<file path="src/rtl/insn_realign_pkg.sv">
// Package: shared halfword/word types and the length rule for the
// realignment buffer. Assumes little-endian halfword order in a word.
package insn_realign_pkg;
    localparam int HALF_W = 16;
    localparam int WORD_W = 2 * HALF_W;

    typedef logic [HALF_W-1:0] half_t;
    typedef logic [WORD_W-1:0] word_t;

    // True when the halfword opens a 32-bit encoding.
    function automatic logic half_is_wide(input half_t h);
        return (h[1:0] == 2'b11);
    endfunction
endpackage

</file>
<file path="src/rtl/insn_hw_ring.sv">
// Halfword ring: up to two pushes and two pops per cycle, with a head
// view of the two oldest entries. Assumes callers never push past DEPTH
// nor pop more than cnt; flush empties it in one cycle.
module insn_hw_ring
    import insn_realign_pkg::*;
#(
    parameter int DEPTH = 4
) (
    input  logic                         clk,
    input  logic                         rst_n,
    input  logic                         flush,
    input  logic [1:0]                   push_n,
    input  half_t                        push_h0,
    input  half_t                        push_h1,
    input  logic [1:0]                   pop_n,
    output logic [$clog2(DEPTH+1)-1:0]   cnt,
    output half_t                        head0,
    output half_t                        head1
);
    localparam int PW = $clog2(DEPTH);
    localparam int CW = $clog2(DEPTH + 1);

    logic [PW-1:0] rd_ptr, wr_ptr;
    logic [PW-1:0] rd_nx1, rd_nx2, wr_nx1, wr_nx2;
    half_t         slot_q [DEPTH];
    half_t         slot_d [DEPTH];

    // Modular pointer step for any DEPTH.
    function automatic logic [PW-1:0] step(input logic [PW-1:0] p);
        return (p == PW'(DEPTH - 1)) ? '0 : p + 1'b1;
    endfunction

    assign rd_nx1 = step(rd_ptr);
    assign rd_nx2 = step(rd_nx1);
    assign wr_nx1 = step(wr_ptr);
    assign wr_nx2 = step(wr_nx1);

    // Per-slot next value: first push lands at wr_ptr, second after it.
    for (genvar s = 0; s < DEPTH; s++) begin : g_slot
        assign slot_d[s] = (push_n != 2'd0 && wr_ptr == PW'(s)) ? push_h0 :
                           (push_n == 2'd2 && wr_nx1 == PW'(s)) ? push_h1 :
                           slot_q[s];
    end

    // Slot storage register.
    always_ff @(posedge clk) begin
        for (int s = 0; s < DEPTH; s++) begin
            if (!rst_n) slot_q[s] <= '0;
            else        slot_q[s] <= slot_d[s];
        end
    end

    // Pointer and occupancy update.
    always_ff @(posedge clk) begin
        if (!rst_n || flush) begin
            rd_ptr <= '0;
            wr_ptr <= '0;
            cnt    <= '0;
        end else begin
            rd_ptr <= (pop_n == 2'd2) ? rd_nx2 : (pop_n == 2'd1) ? rd_nx1 : rd_ptr;
            wr_ptr <= (push_n == 2'd2) ? wr_nx2 : (push_n == 2'd1) ? wr_nx1 : wr_ptr;
            cnt    <= cnt + CW'(push_n) - CW'(pop_n);
        end
    end

    assign head0 = slot_q[rd_ptr];
    assign head1 = slot_q[rd_nx1];
endmodule

</file>
<file path="src/rtl/insn_word_gate.sv">
// Fetch-side gate: tracks the next expected word address, drops stale
// words, discards the lower half of the first word after a redirect to
// an odd halfword, and turns accepted words into ring pushes.
// Assumes in_addr is word aligned.
module insn_word_gate
    import insn_realign_pkg::*;
#(
    parameter int               XLEN     = 32,
    parameter logic [XLEN-1:0]  RESET_PC = '0
) (
    input  logic            clk,
    input  logic            rst_n,
    input  logic            redirect_valid,
    input  logic [XLEN-1:0] redirect_pc,
    input  logic            in_valid,
    input  logic [XLEN-1:0] in_addr,
    input  word_t           in_data,
    input  logic            space_ok,
    output logic            in_ready,
    output logic [1:0]      push_n,
    output half_t           push_h0,
    output half_t           push_h1
);
    localparam logic [XLEN-1:0] WORD_MASK = ~XLEN'(3);
    localparam logic [XLEN-1:0] WORD_STEP = XLEN'(4);

    logic [XLEN-1:0] exp_addr;
    logic            skip_low;
    logic            addr_hit;
    logic            take;

    assign addr_hit = (in_addr == exp_addr);
    assign in_ready = !redirect_valid && (!addr_hit || space_ok);
    assign take     = in_valid && in_ready && addr_hit;

    // Push selection: one halfword when the lower half is skipped.
    always_comb begin
        push_n  = 2'd0;
        push_h0 = in_data[HALF_W-1:0];
        push_h1 = in_data[WORD_W-1:HALF_W];
        if (take) begin
            if (skip_low) begin
                push_n  = 2'd1;
                push_h0 = in_data[WORD_W-1:HALF_W];
            end else begin
                push_n  = 2'd2;
            end
        end
    end

    // Expected word address and skip flag.
    always_ff @(posedge clk) begin
        if (!rst_n) begin
            exp_addr <= RESET_PC & WORD_MASK;
            skip_low <= RESET_PC[1];
        end else if (redirect_valid) begin
            exp_addr <= redirect_pc & WORD_MASK;
            skip_low <= redirect_pc[1];
        end else if (take) begin
            exp_addr <= exp_addr + WORD_STEP;
            skip_low <= 1'b0;
        end
    end
endmodule

</file>
<file path="src/rtl/insn_issue_ctl.sv">
// Issue control: decides whether the ring head holds a whole instruction,
// forms the output bundle, tracks the program counter and computes the
// credit that lets the gate accept a full word. Assumes head0/head1 are
// the two oldest ring entries and cnt their occupancy.
module insn_issue_ctl
    import insn_realign_pkg::*;
#(
    parameter int               XLEN     = 32,
    parameter int               DEPTH    = 4,
    parameter logic [XLEN-1:0]  RESET_PC = '0
) (
    input  logic                        clk,
    input  logic                        rst_n,
    input  logic [$clog2(DEPTH+1)-1:0]  cnt,
    input  half_t                       head0,
    input  half_t                       head1,
    input  logic                        redirect_valid,
    input  logic [XLEN-1:0]             redirect_pc,
    input  logic                        out_ready,
    output logic                        out_valid,
    output word_t                       out_instr,
    output logic                        out_wide,
    output logic [XLEN-1:0]             out_pc,
    output logic [1:0]                  pop_n,
    output logic                        space_ok
);
    localparam int CW = $clog2(DEPTH + 1);
    localparam int SW = CW + 1;
    localparam logic [XLEN-1:0] HALF_MASK = ~XLEN'(1);

    logic            whole;
    logic            fire;
    logic [SW-1:0]   fill_after;

    assign out_wide  = half_is_wide(head0);
    assign whole     = out_wide ? (cnt >= CW'(2)) : (cnt >= CW'(1));
    assign out_valid = whole && !redirect_valid;
    assign out_instr = out_wide ? {head1, head0} : {{HALF_W{1'b0}}, head0};
    assign fire      = out_valid && out_ready;
    assign pop_n     = fire ? (out_wide ? 2'd2 : 2'd1) : 2'd0;

    // Credit: a full word fits once this cycle's issue has left.
    assign fill_after = SW'(cnt) - SW'(pop_n) + SW'(2);
    assign space_ok   = (fill_after <= SW'(DEPTH));

    // Program counter of the head instruction.
    always_ff @(posedge clk) begin
        if (!rst_n)              out_pc <= RESET_PC & HALF_MASK;
        else if (redirect_valid) out_pc <= redirect_pc & HALF_MASK;
        else if (fire)           out_pc <= out_pc + (out_wide ? XLEN'(4) : XLEN'(2));
    end
endmodule

</file>
<file path="src/rtl/insn_realign.sv">
// Top: realignment buffer between an aligned 32-bit fetch port and a
// decoder. Mixed 16/32-bit stream, 32-bit encodings halfword aligned.
// Assumes DEPTH >= 4 halfwords and halfword-aligned redirect targets.
module insn_realign
    import insn_realign_pkg::*;
#(
    parameter int               XLEN     = 32,
    parameter int               DEPTH    = 4,
    parameter logic [XLEN-1:0]  RESET_PC = '0
) (
    input  logic            clk,
    input  logic            rst_n,
    input  logic            redirect_valid,
    input  logic [XLEN-1:0] redirect_pc,
    input  logic            in_valid,
    input  logic [XLEN-1:0] in_addr,
    input  logic [31:0]     in_data,
    output logic            in_ready,
    output logic            out_valid,
    input  logic            out_ready,
    output logic [31:0]     out_instr,
    output logic            out_wide,
    output logic [XLEN-1:0] out_pc
);
    localparam int CW = $clog2(DEPTH + 1);

    logic [CW-1:0] hw_cnt;
    half_t         head0, head1, push_h0, push_h1;
    logic [1:0]    push_n, pop_n;
    logic          space_ok;

    insn_word_gate #(.XLEN(XLEN), .RESET_PC(RESET_PC)) u_gate (
        .clk(clk), .rst_n(rst_n),
        .redirect_valid(redirect_valid), .redirect_pc(redirect_pc),
        .in_valid(in_valid), .in_addr(in_addr), .in_data(in_data),
        .space_ok(space_ok), .in_ready(in_ready),
        .push_n(push_n), .push_h0(push_h0), .push_h1(push_h1)
    );

    insn_hw_ring #(.DEPTH(DEPTH)) u_ring (
        .clk(clk), .rst_n(rst_n), .flush(redirect_valid),
        .push_n(push_n), .push_h0(push_h0), .push_h1(push_h1),
        .pop_n(pop_n), .cnt(hw_cnt), .head0(head0), .head1(head1)
    );

    insn_issue_ctl #(.XLEN(XLEN), .DEPTH(DEPTH), .RESET_PC(RESET_PC)) u_issue (
        .clk(clk), .rst_n(rst_n), .cnt(hw_cnt),
        .head0(head0), .head1(head1),
        .redirect_valid(redirect_valid), .redirect_pc(redirect_pc),
        .out_ready(out_ready), .out_valid(out_valid), .out_instr(out_instr),
        .out_wide(out_wide), .out_pc(out_pc), .pop_n(pop_n), .space_ok(space_ok)
    );
endmodule

</file>
<file path="config.mk">
export PLATFORM = sky130hd
export DESIGN_NAME = insn_realign
export DESIGN_NICKNAME = d
export VERILOG_FILES = /design/src/rtl/insn_realign_pkg.sv /design/src/rtl/insn_hw_ring.sv /design/src/rtl/insn_word_gate.sv /design/src/rtl/insn_issue_ctl.sv /design/src/rtl/insn_realign.sv
export SDC_FILE = /design/constraint.sdc
export NUM_CORES = 1
export LEC_CHECK = 0
export ABC_AREA = 1
export BUFFER_PORTS_ARGS = -buffer_cell sky130_fd_sc_hd__buf_2
export CAP_MARGIN = 0
export CELL_PAD_IN_SITES_DETAIL_PLACEMENT = 1
export CELL_PAD_IN_SITES_GLOBAL_PLACEMENT = 2
export CORE_UTILIZATION = 33
export CTS_CLUSTER_SIZE = 40
export DETAILED_ROUTE_END_ITERATION = 6
export GPL_TIMING_DRIVEN = 0
export PLACE_DENSITY_LB_ADDON = 0.1
export SETUP_SLACK_MARGIN = 0.02
export SYNTH_ARGS = -nofsm -noshare
export SYNTH_HDL_FRONTEND = slang
export SYNTH_SLANG_ARGS = --single-unit
</file>
<file path="constraint.sdc">
create_clock -name clk -period 9.4 [get_ports clk]
set_input_delay 0.47 -clock clk [delete_from_list [all_inputs] [get_ports clk]]
set_output_delay 0.47 -clock clk [all_outputs]
set_load 0.03 [all_outputs]
</file>
==> results of run 1 <==
## layout make-up
class / instances / area [sq um] / area share, %
clock inverters: 10 / 65.1 / 0.569
multi-input cells: 1148 / 5390 / 47.1
well taps: 378 / 473 / 4.14
clock buffers: 22 / 508 / 4.44
plain buffers: 70 / 337 / 2.94
flip-flops and latches: 135 / 3340 / 29.2
inverters: 133 / 499 / 4.37
repair buffers: 164 / 821 / 7.18
## state kept, by name, summed over array words and instances, names as in the netlist, named ones only
signal / cells
u_gate.skip_low: 1
u_issue.out_pc: 31
u_ring.cnt: 3
u_ring.rd_ptr: 2
u_ring.slot_q: 64
u_gate.exp_addr: 30
u_ring.wr_ptr: 2
## worst register-to-register path, delay by kind of cell, from the launching register on
family	cells	cell delay, ns
AOI/OAI and AO/OA	4	0.43
adders and majority gates	4	1.06
buffers and inverters	10	2.23
DFF	1	0.49
and+or+nand+nor	9	2.07
## final timing paths
path,start,end,depth (start not counted)
setup reg to reg,flop,u_ring.slot_q[3][8],27
hold reg to reg,u_gate.exp_addr[31],u_gate.exp_addr[31],2
setup / recovery,flop,u_ring.slot_q[3][8],27
hold / removal,redirect_pc[24],u_gate.exp_addr[24],3
## routing by layer
layer / global-route usage [%] / vias up
li1: - / 5119
met3: 2.56 / 40
met2: 48.7 / 223
met5: 0 / -
met1: 31.9 / 4780
met4: 9.89 / 0
## placed cells by master, fill, tap and decap left out, types with 12 or more instances in the layout
cell       netlist  final
ha_1            14     14
nor2_1         308    308
o22ai_1         17     17
nand2_2         19     19
nor3_1          13     13
a21oi_1         79     79
xnor2_1         13     13
clkbuf_16        0     19
inv_1          127    127
edfxtp_1        64     64
a31oi_1         12     12
nand2_1        395    395
nand3_1         97     97
nand4_1         12     12
clkbuf_1        47     47
dfxtp_1         71     71
o21ai_0         94     94
buf_2           11    175
xor2_1          40     40
## where the power goes
group / leakage, nW / internal (mW) / switching, mW
registers: 1.22 / 0.641 / 0.0301
logic: 3.76 / 0.0614 / 0.133
clock network: 0.286 / 0.383 / 0.269
## cell families after synthesis
group	Yosys count	share of synthesized area, %
DFF	135	35.0
buffers and inverters	203	8.74
and+or+nand+nor	862	36.9
AOI/OAI and AO/OA	214	11.9
xor gates and xnor gates	53	4.85
other	1	0.0392
adders and majority gates	18	2.67
## per-stage QoR
step                setup WS (ns)  hold WS (ns)  std cells  total power, mW  instance area [sq um]
finish                       2.60         0.371       2060             1.52                  11400
global route                 1.96         0.377       2060             1.57                  11400
CTS                          2.41         0.352       2060             1.53                  11400
detailed placement           2.47         0.476       2028            0.878                  10900
global placement             2.68         0.468       2028            0.875                  10900
floorplan                    4.01         0.454       1486            0.789                   9570
==> results.cfg, run 1 <==
[clock_network]
cts_setup_buffers = 0
cts_tree = yes
postCtsHoldBufs = 0
numCtsBuffers = 17
path_clk_slew_ns = 0.06
clk_latency_ns = 0.43
numClockSinks = 135
cts_resized = 0
htreeDepth = 4
cts.root.buffer_cell = clkbuf_16
cts.path.max_buffers = 2

[placement]
port_buffers = 164
routabilityCongestion = 0.860
dpl.hpwl_mm = 31.8

[timing]
rsz0062_at_grt = no
clock.fmax_ghz = 0.147
period_needed_ns = 6.80
tightest_slew_ns = 0.950
setup_viol = 0
fin_skew_ns = 0.0135
slew_headroom_pct = 36.5
finalCritPeriodShare_pct = 72.3
hold_viol_final = 0
finalSetupTns_ns = 0
drv_slew = 0

[routing]
dr.pass1.iters = 4
avgViaCountPerCell = 4.93
wl_met2_mm = 19.5
antenna_left = 0
wl_per_cell_um = 18.6
top_layer = met4
initialDrtViolationCount = 679
m1WireLength_mm = 16.4
wirelength_mm = 38.3
remaining_drc_errors = 0
num_vias = 10162
routed-wl-met3_mm = 1.34

[power_and_ir_drop]
power_per_cell_area_mw_per_mm2 = 133
p_leak_nw = 5.26
vdd_drop_max_mv = 0.118

[worst_setup_path]
crit_fanout = 16
crit_top_cell = inv_1
critPathArrivalTime_ns = 6.71
crit_family = buffers and inverters
cp-start-kind = flop
slowest_stage = nand3_1
r2r_slack_ns = 2.60
critPathRequiredTime_ns = 9.31
crit_path_end_kind = flop
cpPeakStageDelay_ns = 0.77
crit_buf_inv = 10
worstSetupPathType = reg2reg

[logic_synthesis]
ys_seq_elements = 135
synth_edf_count = 64
synth.most_common_cell = nand2_1
ys_top_cells_by_count = 395 x nand2_1, 308 x nor2_1, 127 x inv_1
synthCells = 1486
netlist.area_leader.share_pct = 20.1
syn_area_sq_mm = 0.00957
syn_area_per_cell_sq_um = 6.44
async_flop_share_pct = 0
ys.flop_type = dfxtp_1
syn-num-nets = 1605
seq_area_frac_synth_pct = 35.0
ys_types = 39
yosys_warnings = 0
synth_area_leader_cell = edfxtp_1
synth_area_leaders = edfxtp_1 20%, nand2_1 16%, dfxtp_1 15%

[global_routing]
overflow = 0
grt_pass1_vias = 10347
grt_pass1_wl_mm = 58.5
antenna_found_initial = 0
grt_usage_pct = 26.6
grt_max_degree = 17

[layout]
fin_util_pct = 40.6
num_antenna_cells = 0
final_layout_size_suffix_gt1_share_pct = 15.0
area_delta_synth_final_pct = 19.5
fin_nets = 1788
fillers = 3782

[die]
coreArea_sq_mm = 0.0282
rows = 61
fp.dieW_um = 172
ios = 168
die_height_um = 172
dieArea_sq_mm = 0.0297
start_util_pct = 34.0

[outcome]
outcome = completed

[hold_path]
hold_class = in2reg

[job]
maxCapViolations = 0
(Power assumes the default switching activity.)
==> inputs of run 2 (changes only) <==
Settings changed: CORE_UTILIZATION 33 to 31.
Clock period 9.4 ns to 6.95 ns, I/O delays scaled along.
==> run 2 against run 1 <==
Via count fell by 0.28%. Register-to-register slack got worse by 2.1 ns. Die area rose by 6.4%. Utilization fell by 2.1 points. First-iteration DRC count fell by 6.9%. Fmax rose by 6.0%. Global-route usage fell by 1.0 points. Routed wire length rose by 3.2%. Sequential power rose by 35%. Combinational power rose by 37%. Worst hold slack got worse by 0.12 ns. Clock power rose by 55%. Critical path type unchanged.
==> results.cfg, run 2 (synthesis gave the netlist of run 1 again) <==
[layout]
largest_reg_flops = 64
fillers = 3968
final_layout_size_suffix_gt1_share_pct = 15.0
final_common_cell = nand2_1
final-seq-area_sq_mm = 0.00334
fin_nets = 1788
multiInputGateArea_sq_mm = 0.00544
largest_register = u_ring.slot_q
layout_common_cells = 395 x nand2_1, 308 x nor2_1, 175 x buf_2
largest_registers = u_ring.slot_q x64, u_issue.out_pc x31, u_gate.exp_addr x30
num_antenna_cells = 0
area_delta_synth_final_pct = 20.9

[worst_setup_path]
crit_top_cell = inv_1
cpPeakStageDelay_ns = 0.59
worstSetupPathType = reg2reg
cp-start-kind = flop
crit_fanout = 16
critPathArrivalTime_ns = 6.48
crit_path_end_kind = flop
crit_buf_inv = 10
critPathRequiredTime_ns = 7.02
slowest_stage = clkbuf_1
crit_family = buffers and inverters

[timing]
drv_slew = 0
period_needed_ns = 6.41
hold_viol_final = 0
fin_skew_ns = 0.0234
tightest_slew_ns = 1.09
setup_viol = 0
clock.fmax_ghz = 0.156
finalCritPeriodShare_pct = 92.3
slew_headroom_pct = 27.1
rsz0062_at_grt = no
finalSetupTns_ns = 0

[routing]
remaining_drc_errors = 0
num_vias = 10134
dr.pass1.iters = 5
wirelength_mm = 39.5
avgViaCountPerCell = 4.89
antenna_left = 0
initialDrtViolationCount = 632
wl_per_cell_um = 19.1

[clock_network]
postCtsHoldBufs = 0
clk_latency_ns = 0.45
htreeDepth = 4
cts.path.max_buffers = 2
path_clk_slew_ns = 0.06
numClockSinks = 135
numCtsBuffers = 17
cts.root.buffer_cell = clkbuf_16
cts_tree = yes
cts_setup_buffers = 0

[power_and_ir_drop]
vdd_drop_max_mv = 0.134
power_per_cell_area_mw_per_mm2 = 189
p_sw_uw = 597
power.total_mw = 2.18
swShare_pct = 27.3
p_leak_nw = 5.30
seqPwrFrac_pct = 41.6
power.share.combinational_pct = 12.2
p_int_mw = 1.59
power_frac_clock_pct = 46.2

[hold_path]
hold_class = in2reg

[die]
ios = 168
coreArea_sq_mm = 0.0300
start_util_pct = 31.9
fp.dieW_um = 178
rows = 63
dieArea_sq_mm = 0.0316
die_height_um = 178

[placement]
port_buffers = 164
dpl.hpwl_mm = 32.5
routabilityCongestion = 0.858

[global_routing]
antenna_found_initial = 0
grt_pass1_vias = 10341
grt_usage_pct = 25.6
overflow = 0
grt_pass1_wl_mm = 59.9
grt_max_degree = 17

[job]
maxCapViolations = 0

[outcome]
outcome = completed
==> run 2: cell types whose count changed in the layout (fill, tap and decap cells not counted), moves of 3 or more <==
cell	change
nand3_1	-4
clkinv_2	-3
nand3_4	+4
bufinv_16	+5
==> run 2: layer usage <==
layer  part of all wire, %  vias to the layer above  global-route usage, %
met5                     0                        -                      0
met3                   3.1                       54                   2.46
li1                      -                     5123                      -
met4                   3.3                        0                   10.4
met2                    50                      232                   46.2
met1                    43                     4725                   30.8
==> run 2: metrics by stage <==
step | cells | util [%] | hold WS [ns] | setup WS, ns | cell area, sq um
floorplan | 1486 | - | 0.454 | 1.56 | 9570
global placement | 2040 | 36.2 | 0.470 | 0.0521 | 10900
detailed placement | 2040 | 36.2 | 0.488 | -0.136 | 10900
CTS | 2072 | 38.4 | 0.236 | 0.192 | 11500
global route | 2072 | 38.5 | 0.257 | 0.0369 | 11600
finish | 2072 | 38.5 | 0.247 | 0.537 | 11600
==> run 2: path summary, 6_finish.rpt <==
path,from,endpoint,slack (ns),cells after the start
worst max-delay path,flop,u_ring.slot_q[3][8],0.54,27
worst min-delay path,redirect_pc[31],u_gate.exp_addr[31],0.25,3
worst max register to register,flop,u_ring.slot_q[3][8],0.54,27
worst min register to register,u_gate.exp_addr[31],u_gate.exp_addr[31],0.49,2
==> run 2: tightest hold or removal path, stage by stage <==
cell and delay [ns]:
buf_2 0.11, nand2_1 0.09, a31oi_1 0.08
==> run 2: cell type report <==
type                       count  share of cell area (%)
sequential                   135                    28.9
buffer                        70                    2.91
clock buffer                  19                    3.74
multi-input combinational   1148                    47.0
tap                          390                    4.22
timing repair buffer         164                    7.10
clock inverter                13                    1.76
inverter                     133                    4.32
==> run 2: repair_timing <==
| action | CTS | global route |
|---|---|---|
| pin swaps | 0 | 0 |
| gates cloned | 0 | 0 |
| resized for setup | 4 | 4 |
| endpoints found under the setup margin | 54 | 64 |
==> run 2: power by group through the flow <==
stage	clock [mW]	sequential [mW]	combinational (mW)
2_1_floorplan	0	0.927	0.139
3_3_place_gp	0	0.924	0.262
3_5_place_dp	0	0.924	0.266
4_1_cts	1.02	0.907	0.269
5_1_grt	1.05	0.912	0.295
6_report	1.01	0.907	0.266
